**src/rtl/tgl_pkg.sv**
```systemverilog
package tgl_pkg;
  typedef enum logic [1:0] {
    ST_IDLE  = 2'd0,
    ST_READ  = 2'd1,
    ST_PULSE = 2'd2,
    ST_DONE  = 2'd3
  } tgl_state_e;
endpackage

```
**src/rtl/tgl_req_cap.sv**
```systemverilog
module tgl_req_cap #(
  parameter int AW = 3,
  parameter int DW = 4,
  parameter int CW = 4,
  localparam int TW = CW + 1
) (
  input  logic          clk_i,
  input  logic          rst_ni,
  input  logic          cap_i,
  input  logic [AW-1:0] addr_i,
  input  logic [DW-1:0] data_i,
  input  logic [CW-1:0] wl_width_i,
  input  logic [CW-1:0] bl_offset_i,
  input  logic [CW-1:0] bl_width_i,
  output logic [AW-1:0] addr_o,
  output logic [DW-1:0] data_o,
  output logic [TW-1:0] wl_w_o,
  output logic [TW-1:0] off_o,
  output logic [TW-1:0] end_o
);
  logic [TW-1:0] wl_c, off_c, blw_c, bl_end_c, end_c;

  // zero settings count as one cycle; wl always starts before bl
  always_comb begin
    wl_c     = (wl_width_i  == '0) ? TW'(1) : TW'(wl_width_i);
    off_c    = (bl_offset_i == '0) ? TW'(1) : TW'(bl_offset_i);
    blw_c    = (bl_width_i  == '0) ? TW'(1) : TW'(bl_width_i);
    bl_end_c = off_c + blw_c;
    end_c    = (bl_end_c > wl_c) ? bl_end_c : wl_c;
  end

  always_ff @(posedge clk_i or negedge rst_ni) begin
    if (!rst_ni) begin
      addr_o <= '0;
      data_o <= '0;
      wl_w_o <= TW'(1);
      off_o  <= TW'(1);
      end_o  <= TW'(2);
    end else if (cap_i) begin
      addr_o <= addr_i;
      data_o <= data_i;
      wl_w_o <= wl_c;
      off_o  <= off_c;
      end_o  <= end_c;
    end
  end
endmodule

```
**src/rtl/tgl_pulse_gen.sv**
```systemverilog
module tgl_pulse_gen #(
  parameter int DW = 4,
  parameter int CW = 4,
  localparam int TW = CW + 1
) (
  input  logic          clk_i,
  input  logic          rst_ni,
  input  logic          start_i,
  input  logic [DW-1:0] mask_i,
  input  logic [TW-1:0] wl_w_i,
  input  logic [TW-1:0] off_i,
  input  logic [TW-1:0] end_i,
  output logic          wl_o,
  output logic [DW-1:0] bl_o,
  output logic          last_o
);
  logic          active_q;
  logic [TW-1:0] cnt_q;
  logic [DW-1:0] mask_q;
  logic          bl_win;

  assign last_o = active_q && (cnt_q == end_i - TW'(1));
  assign wl_o   = active_q && (cnt_q < wl_w_i);
  assign bl_win = active_q && (cnt_q >= off_i) && (cnt_q < end_i);

  for (genvar b = 0; b < DW; b++) begin : g_col
    assign bl_o[b] = bl_win && mask_q[b];
  end

  always_ff @(posedge clk_i or negedge rst_ni) begin
    if (!rst_ni) begin
      active_q <= 1'b0;
      cnt_q    <= '0;
      mask_q   <= '0;
    end else if (start_i) begin
      active_q <= 1'b1;
      cnt_q    <= '0;
      mask_q   <= mask_i;
    end else if (last_o) begin
      active_q <= 1'b0;
      cnt_q    <= '0;
    end else if (active_q) begin
      cnt_q    <= cnt_q + TW'(1);
    end
  end
endmodule

```
**src/rtl/tgl_wr_ctrl.sv**
```systemverilog
module tgl_wr_ctrl
  import tgl_pkg::*;
#(
  parameter int AW = 3,
  parameter int DW = 4,
  parameter int CW = 4
) (
  input  logic          clk_i,
  input  logic          rst_ni,
  input  logic          req_i,
  input  logic [AW-1:0] addr_i,
  input  logic [DW-1:0] data_i,
  input  logic [CW-1:0] wl_width_i,
  input  logic [CW-1:0] bl_offset_i,
  input  logic [CW-1:0] bl_width_i,
  output logic          busy_o,
  output logic          rd_req_o,
  output logic [AW-1:0] rd_addr_o,
  input  logic          rd_ack_i,
  input  logic [DW-1:0] rd_data_i,
  output logic          wl_o,
  output logic [DW-1:0] bl_o,
  output logic [AW-1:0] pulse_addr_o,
  output logic          done_o
);
  localparam int TW = CW + 1;

  tgl_state_e    state_q, state_d;
  logic          cap, start, last;
  logic [AW-1:0] addr_q;
  logic [DW-1:0] data_q, diff;
  logic [TW-1:0] wl_w, off, pend;

  assign cap   = (state_q == ST_IDLE) && req_i;
  assign diff  = rd_data_i ^ data_q;
  assign start = (state_q == ST_READ) && rd_ack_i && (diff != '0);

  tgl_req_cap #(.AW(AW), .DW(DW), .CW(CW)) cap_i (
    .clk_i, .rst_ni, .cap_i(cap), .addr_i, .data_i,
    .wl_width_i, .bl_offset_i, .bl_width_i,
    .addr_o(addr_q), .data_o(data_q), .wl_w_o(wl_w), .off_o(off), .end_o(pend)
  );

  tgl_pulse_gen #(.DW(DW), .CW(CW)) pgen_i (
    .clk_i, .rst_ni, .start_i(start), .mask_i(diff),
    .wl_w_i(wl_w), .off_i(off), .end_i(pend),
    .wl_o, .bl_o, .last_o(last)
  );

  always_comb begin
    state_d = state_q;
    unique case (state_q)
      ST_IDLE:  if (req_i) state_d = ST_READ;
      ST_READ:  if (rd_ack_i) state_d = (diff != '0) ? ST_PULSE : ST_DONE;
      ST_PULSE: if (last) state_d = ST_DONE;
      ST_DONE:  state_d = ST_IDLE;
      default:  state_d = ST_IDLE;
    endcase
  end

  always_ff @(posedge clk_i or negedge rst_ni) begin
    if (!rst_ni) state_q <= ST_IDLE;
    else         state_q <= state_d;
  end

  assign busy_o       = (state_q != ST_IDLE);
  assign rd_req_o     = (state_q == ST_READ);
  assign done_o       = (state_q == ST_DONE);
  assign rd_addr_o    = addr_q;
  assign pulse_addr_o = addr_q;
endmodule

```
**config.mk**
```make
export PLATFORM = sky130hd
export DESIGN_NAME = tgl_wr_ctrl
export DESIGN_NICKNAME = d
export VERILOG_FILES = /design/src/rtl/tgl_pkg.sv /design/src/rtl/tgl_req_cap.sv /design/src/rtl/tgl_pulse_gen.sv /design/src/rtl/tgl_wr_ctrl.sv
export SDC_FILE = /design/constraint.sdc
export NUM_CORES = 1
export LEC_CHECK = 0
export BUFFER_PORTS_ARGS = -buffer_cell sky130_fd_sc_hd__buf_2
export CORE_AREA = 2 2 84 70
export CTS_BUF_LIST = sky130_fd_sc_hd__clkbuf_4 sky130_fd_sc_hd__clkbuf_8
export CTS_CLUSTER_DIAMETER = 80
export DETAILED_ROUTE_END_ITERATION = 8
export DIE_AREA = 0 0 86 72
export SYNTH_ARGS = -nofsm -noshare
export SYNTH_HDL_FRONTEND = slang
export SYNTH_HIERARCHICAL = 1
export SYNTH_SLANG_ARGS = --single-unit
```
**constraint.sdc**
```tcl
create_clock -name clk_i -period 4.3 [get_ports clk_i]
set_input_delay 0.86 -clock clk_i [delete_from_list [all_inputs] [get_ports clk_i]]
set_output_delay 0.86 -clock clk_i [all_outputs]
set_load 0.05 [all_outputs]
```
==> flow_summary_export.csv, run 1 <==
group,metric,value,unit
status,status,"complete, no violations",
layout,post-route-util,0.494,
floorplanning,ios,41,
power,p_clk_frac,0.130,
routing,dr.pass1.iters,4,
worst_hold_path,min-delay-start,"cap_i/wl_w_o[0]$_DFFE_PN1P_",
floorplanning,initial_core_util,0.435,
sta,finalSetupTns,0,ns
routing,wl_per_cell,12.6,um
placed_design,place_area,2520,um2
grt,grt_pass1_wl,7350,um
power,power_switching,926,uW
clock_tree,clk_latency,0.28,ns
grt,overflow,0,
floorplanning,die_height,72,um
sta,finalClockSkew,0.00552,ns
sta,grt_setup_unrepaired,"no",
setup_path,path_class,"input pin to register",
sta,finalCritPeriodShare,0.714,
synth,synth-edff-count,0,
grt,grt_max_degree,33,
synth,synthesis.instances,236,
synth,mappedNetlistArea,2310,um2
run,max-cap-violations,0,
grt,grt_use_total,0.149,
floorplanning,die_w,86,um
placed_design,dpl.cell_count,326,
clock_tree,clk_pin_slew,0.07,ns
routing,drt-vias-per-instance,4.93,
power,power.leakage,1.31,nW
synth,synth_cell_types,46,
clock_tree,cts_sinks,32,
routing,drt_iter0_markers,60,
floorplanning,rows,24,
floorplanning,dieArea,6190,um2
layout,synthToLayoutAreaGrowth,13.4,%
layout,fin_area,2620,um2
clock_tree,post_cts_buffers,0,
power,pwr-share-comb,0.563,
layout,fin_nets,325,
layout,layout-drive-gt1-share,0.297,
placed_design,numPortBuffers,40,
grt,grt_pass1_vias,1607,
layout,fillers,493,
sta,clock.fmax,326,MHz
power,ir_worst_vdd,0.472,mV
placed_design,hpwlAfterDp,3240,um
synth,synthArstFlopShare,1.00,
power,p_int,1.07,mW
routing,drc_errors,0,
clock_tree,clockBufferDepth,2,
synth,ys_ff_latch,32,
setup_path,startpoint,"bl_offset_i[1]",
routing,antenna_left,0,
layout,antenna_cells,0,
floorplanning,core_area,5320,um2
clock_tree,cts_root_buf,"clkbuf_8",
clock_tree,cts_tree,"yes",
synth,post_synth.cell_area_avg,9.81,um2
clock_tree,cts_buffers,5,
sta,final.min_clock_period,3.07,ns
synth,yosysWarnings,6,
setup_path,cp.arrival,3.19,ns
synth,ys_seq_area_frac,0.348,
routing,wl,4210,um
layout,finalNonFillerCells,334,
grt,antenna_found_initial,0,
sta,drv_slew,0,
synth,synth_ff_type,"dfrtp_1",
power,power-per-cell-area,760,nW/um2
clock_tree,post_cts_resize_count,0,
layout,regArea,805,um2
setup_path,r2r_start,"cap_i/end_o[1]$_DFFE_PN1P_",
power,switching_share,0.465,
sta,finalHoldViolCount,0,
worst_hold_path,min_path_type,"register to register",
clock_tree,cts_hold_buf,0,
placed_design,place.gp.congestion,0.768,
routing,vias,1648,
power,power,1.99,mW
setup_path,crit_path_start_kind,"input pin",
setup_path,crit_required,4.42,ns
sta,relSlewSlack,0.275,
setup_path,crit_path_max_fanout,5,
clock_tree,cts_max_level,2,
layout,multiInputGateArea,1310,um2
sta,tightest_slew,1.09,ns
sta,setup_viol,0,
setup_path,end_kind,"register",
power,seq_power_share,0.307,
## cells in the mapped netlist, types with 7 or more instances
| cell type | count | area, um2 |
|---|---|---|
| ha_1 | 29 | 363 |
| mux2_2 | 15 | 169 |
| inv_1 | 32 | 120 |
| nand2_1 | 13 | 48.8 |
| nor2b_1 | 9 | 56.3 |
| o21ai_0 | 7 | 35.0 |
| clkbuf_1 | 10 | 37.5 |
| nor3_1 | 14 | 70.1 |
| xnor2_1 | 9 | 78.8 |
| dfrtp_1 | 29 | 726 |
| xor2_1 | 8 | 70.1 |
## stage by stage
| stage | hold slack (ns) | worst slack, ns |
|---|---|---|
| final | 0.487 | 1.23 |
| after global routing | 0.529 | 0.994 |
| after CTS | 0.493 | 1.23 |
| after detailed placement | 0.465 | 0.913 |
| after global placement | 0.462 | 0.968 |
| after floorplan | 0.449 | 1.14 |
## critical path, cell delays in order
cell	delay, ns
buf_2	0.13
nor3_1	0.16
or2_2	0.14
ha_1	0.16
inv_1	0.05
fa_1	0.39
xnor2_1	0.23
ha_1	0.29
and4_2	0.24
a21oi_2	0.19
nand2b_1	0.20
o221ai_1	0.14
## sequential cells by signal, summed over array words and instances, names as in the netlist
register and count:
cap_i/data_o 4, state_q 2, pgen_i/active_q 1, cap_i/off_o 4
pgen_i/cnt_q 5, cap_i/end_o 5, pgen_i/mask_q 4, cap_i/addr_o 3
cap_i/wl_w_o 4
## cell type report
| cell class | instances | area share |
|---|---|---|
| multi-input cells | 157 | 0.501 |
| well taps | 65 | 0.0310 |
| clock buffers | 8 | 0.0396 |
| flip-flops and latches | 32 | 0.307 |
| repair buffers | 40 | 0.0763 |
| inverters | 32 | 0.0458 |
## worst paths after layout
| kind | to | slack (ns) | cells after the start |
|---|---|---|---|
| worst max-delay path | cap_i/end_o[3]$_DFFE_PN0P_ | 1.23 | 12 |
| worst max register to register | state_q[1]$_DFFE_PN0P_ | 1.76 | 8 |
| min in group asynchronous | cap_i/wl_w_o[1]$_DFFE_PN0P_ | 0.62 | 1 |
| worst min-delay path | cap_i/wl_w_o[0]$_DFFE_PN1P_ | 0.49 | 2 |
| worst min register to register | cap_i/wl_w_o[0]$_DFFE_PN1P_ | 0.49 | 2 |
| max in group asynchronous | cap_i/end_o[4]$_DFFE_PN0P_ | 3.21 | 1 |
## metal layers
layer  up-vias  share of wire  track usage
met4         0          0.013       0.0476
met1       757           0.52        0.209
li1        850              -            -
met2        33           0.42        0.226
met5         -              0            0
met3         8          0.046       0.0410
## kinds of logic after synthesis
kind of cell,after synthesis,synth area share
simple gates,61,0.158
other cells,1,0.00162
compound gates,30,0.0946
mux,17,0.0822
fa+ha+maj,30,0.165
buf+inv,48,0.0865
xor+xnor,17,0.0643
flops,32,0.348
## power groups by stage
stage          sequential [mW]  combinational, mW  clock [mW]
3_3_place_gp             0.619               1.12           0
3_5_place_dp             0.620               1.13           0
6_report                 0.613               1.12       0.259
2_1_floorplan            0.618              0.921           0
5_1_grt                  0.636               1.25       0.281
4_1_cts                  0.617               1.13       0.269
## cell usage in the layout (no fill, tap or decap), types with 2 or more instances in the layout
cell,instances
nor2_1,5
nand2b_1,3
buf_2,40
mux2_2,15
a21oi_1,5
nand2_1,13
dfstp_2,3
o211ai_1,2
clkbuf_8,7
xor2_1,8
dfrtp_1,29
conb_1,2
a31oi_1,2
a311o_1,2
or2_2,2
a21o_1,4
xnor2_1,9
ha_1,29
nand3b_1,2
nor2b_1,9
nand4_1,2
o221ai_1,2
o21ai_0,7
inv_1,32
nor3_1,14
Power figures use the tool's default switching activity.
==> run 2: changes to the inputs <==
- PLACE_DENSITY: not set -> 0.67
- clock period: 4.3 -> 2.6 ns (I/O delays scaled with it)
==> flow_summary_export.csv, run 2 (synthesized netlist as in run 1, its figures left out) <==
group,metric,value,unit
layout,fin_nets,339,
routing,drc_errors,0,
layout,final_common_cell,"buf_2",
worst_hold_path,min_path_type,"input pin to asynchronous set/reset pin",
clock_tree,cts_buffers,5,
setup_path,end_kind,"register",
run,max-cap-violations,0,
power,power_switching,1.60,mW
setup_path,crit_path_max_fanout,5,
routing,antenna_left,0,
sta,finalSetupTns,0,ns
setup_path,crit_required,2.77,ns
routing,wl,4400,um
clock_tree,cts_max_level,2,
layout,largestRegisters,"cap_i/end_o: 5 flops, pgen_i/cnt_q: 5 flops",
power,ir_worst_vdd,0.875,mV
clock_tree,clk_latency,0.28,ns
sta,relSlewSlack,0.542,
clock_tree,clockBufferDepth,2,
routing,vias,1716,
layout,synthToLayoutAreaGrowth,23.7,%
floorplanning,die_w,86,um
sta,finalClockSkew,0.00478,ns
grt,grt_pass1_wl,7820,um
setup_path,crit_path_start_kind,"input pin",
setup_path,cp.arrival,2.74,ns
grt,grt_max_degree,33,
power,power.leakage,1.40,nW
clock_tree,cts_root_buf,"clkbuf_8",
sta,finalHoldViolCount,0,
layout,antenna_cells,0,
grt,grt_use_total,0.159,
setup_path,path_class,"input pin to register",
sta,fin_ws,0.0323,ns
sta,grt_setup_unrepaired,"yes",
power,p_int,1.83,mW
power,pwr-share-comb,0.593,
sta,tightest_slew,0.687,ns
floorplanning,core_area,5320,um2
power,power,3.43,mW
clock_tree,cts_hold_buf,0,
power,power-per-cell-area,1200,nW/um2
placed_design,hpwlAfterDp,3480,um
sta,finalCritPeriodShare,0.988,
sta,final.min_clock_period,2.57,ns
layout,layout-drive-gt1-share,0.392,
placed_design,dpl_worst_slack,-0.380,ns
grt,overflow,0,
routing,wl_per_cell,12.6,um
routing,dr.pass1.iters,4,
power,p_clk_frac,0.115,
sta,clock.fmax,389,MHz
floorplanning,rows,24,
routing,drt-vias-per-instance,4.93,
status,status,"complete, no violations",
floorplanning,dieArea,6190,um2
grt,grt_pass1_vias,1703,
placed_design,numPortBuffers,40,
power,switching_share,0.466,
clock_tree,cts_sinks,32,
power,seq_power_share,0.292,
routing,drt_iter0_markers,91,
placed_design,place.gp.congestion,0.781,
sta,whs,0.273,ns
sta,setup_viol,0,
grt,antenna_found_initial,0,
floorplanning,die_height,72,um
clock_tree,cts_tree,"yes",
sta,drv_slew,0,
clock_tree,clk_pin_slew,0.06,ns
layout,mostFrequentLayoutCells,"32 x buf_2, 30 x inv_1, 27 x ha_1, 27 x dfrtp_1, 18 x buf_4",
floorplanning,initial_core_util,0.435,
floorplanning,ios,41,
run 2: cell types whose count changed in the layout (fill, tap and decap cells not counted), moves of 3 or more:
cell	delta
buf_4	+18
buf_2	-8
nor3_1	-4
a21oi_1	-3
buf_6	+3
run 2: through the flow:
stage	util	cell area (um2)	cells
3_5_place_dp	0.502	2670	340
3_3_place_gp	0.502	2670	340
2_1_floorplan	-	2360	237
6_report	0.539	2860	348
5_1_grt	0.539	2860	348
4_1_cts	0.523	2780	348
run 2: critical path, stage by stage:
cell      delay [ns]
buf_8           0.10
nor3_4          0.15
or2_4           0.15
ha_4            0.13
inv_2           0.04
fa_2            0.52
inv_2           0.05
ha_4            0.23
nor2b_4         0.12
o211ai_2        0.20
a21oi_4         0.10
nand2b_4        0.16
a311o_1         0.26
run 2: area by class of cell:
cell class                      count  area [um2]
Multi-Input combinational cell    157        1420
Clock buffer                        6        82.6
Tap cell                           65        81.3
Clock inverter                      2        10.0
Timing Repair Buffer               54         344
Fill cell                         472        2450
Sequential cell                    32         807
Inverter                           32         120
run 2: power by group through the flow:
stage	clock network [mW]	logic [mW]	registers, mW
6_report	0.394	2.03	1.00
3_5_place_dp	0	1.96	1.01
3_3_place_gp	0	1.92	0.998
2_1_floorplan	0	1.54	1.02
4_1_cts	0.405	1.99	1.00
5_1_grt	0.429	2.26	1.04
run 2: final timing paths:
| kind | from | endpoint | slack, ns | cells past startpoint |
|---|---|---|---|---|
| worst max-delay path | bl_offset_i[3] | cap_i/end_o[0]$_DFFE_PN0P_ | 0.03 | 13 |
| min in group clk_i | data_i[2] | cap_i/data_o[2]$_DFFE_PN0P_ | 0.47 | 2 |
| worst min register to register | cap_i/wl_w_o[0]$_DFFE_PN1P_ | cap_i/wl_w_o[0]$_DFFE_PN1P_ | 0.47 | 2 |
| max in group asynchronous | rst_ni | pgen_i/cnt_q[0]$_DFFE_PN0P_ | 1.83 | 1 |
| worst max register to register | cap_i/end_o[1]$_DFFE_PN1P_ | state_q[1]$_DFFE_PN0P_ | 0.21 | 8 |
| worst min-delay path | rst_ni | cap_i/data_o[0]$_DFFE_PN0P_ | 0.27 | 1 |
run 2: metal layers:
| metal | up-vias | global-route usage | part of all wire |
|---|---|---|---|
| li1 | 875 | - | - |
| met1 | 806 | 0.227 | 0.48 |
| met2 | 33 | 0.245 | 0.48 |
| met3 | 2 | 0.0319 | 0.041 |
| met4 | 0 | 0.0423 | 0.0045 |
| met5 | - | 0 | 0 |
run 2: timing repair:
| item | 4_1_cts | 5_1_grt |
|---|---|---|
| hold endpoints to repair | 0 | 0 |
| setup buffers | 0 | 0 |
| pin swaps | 5 | 15 |
| setup endpoints to repair | 5 | 8 |
| gates resized for setup | 5 | 21 |
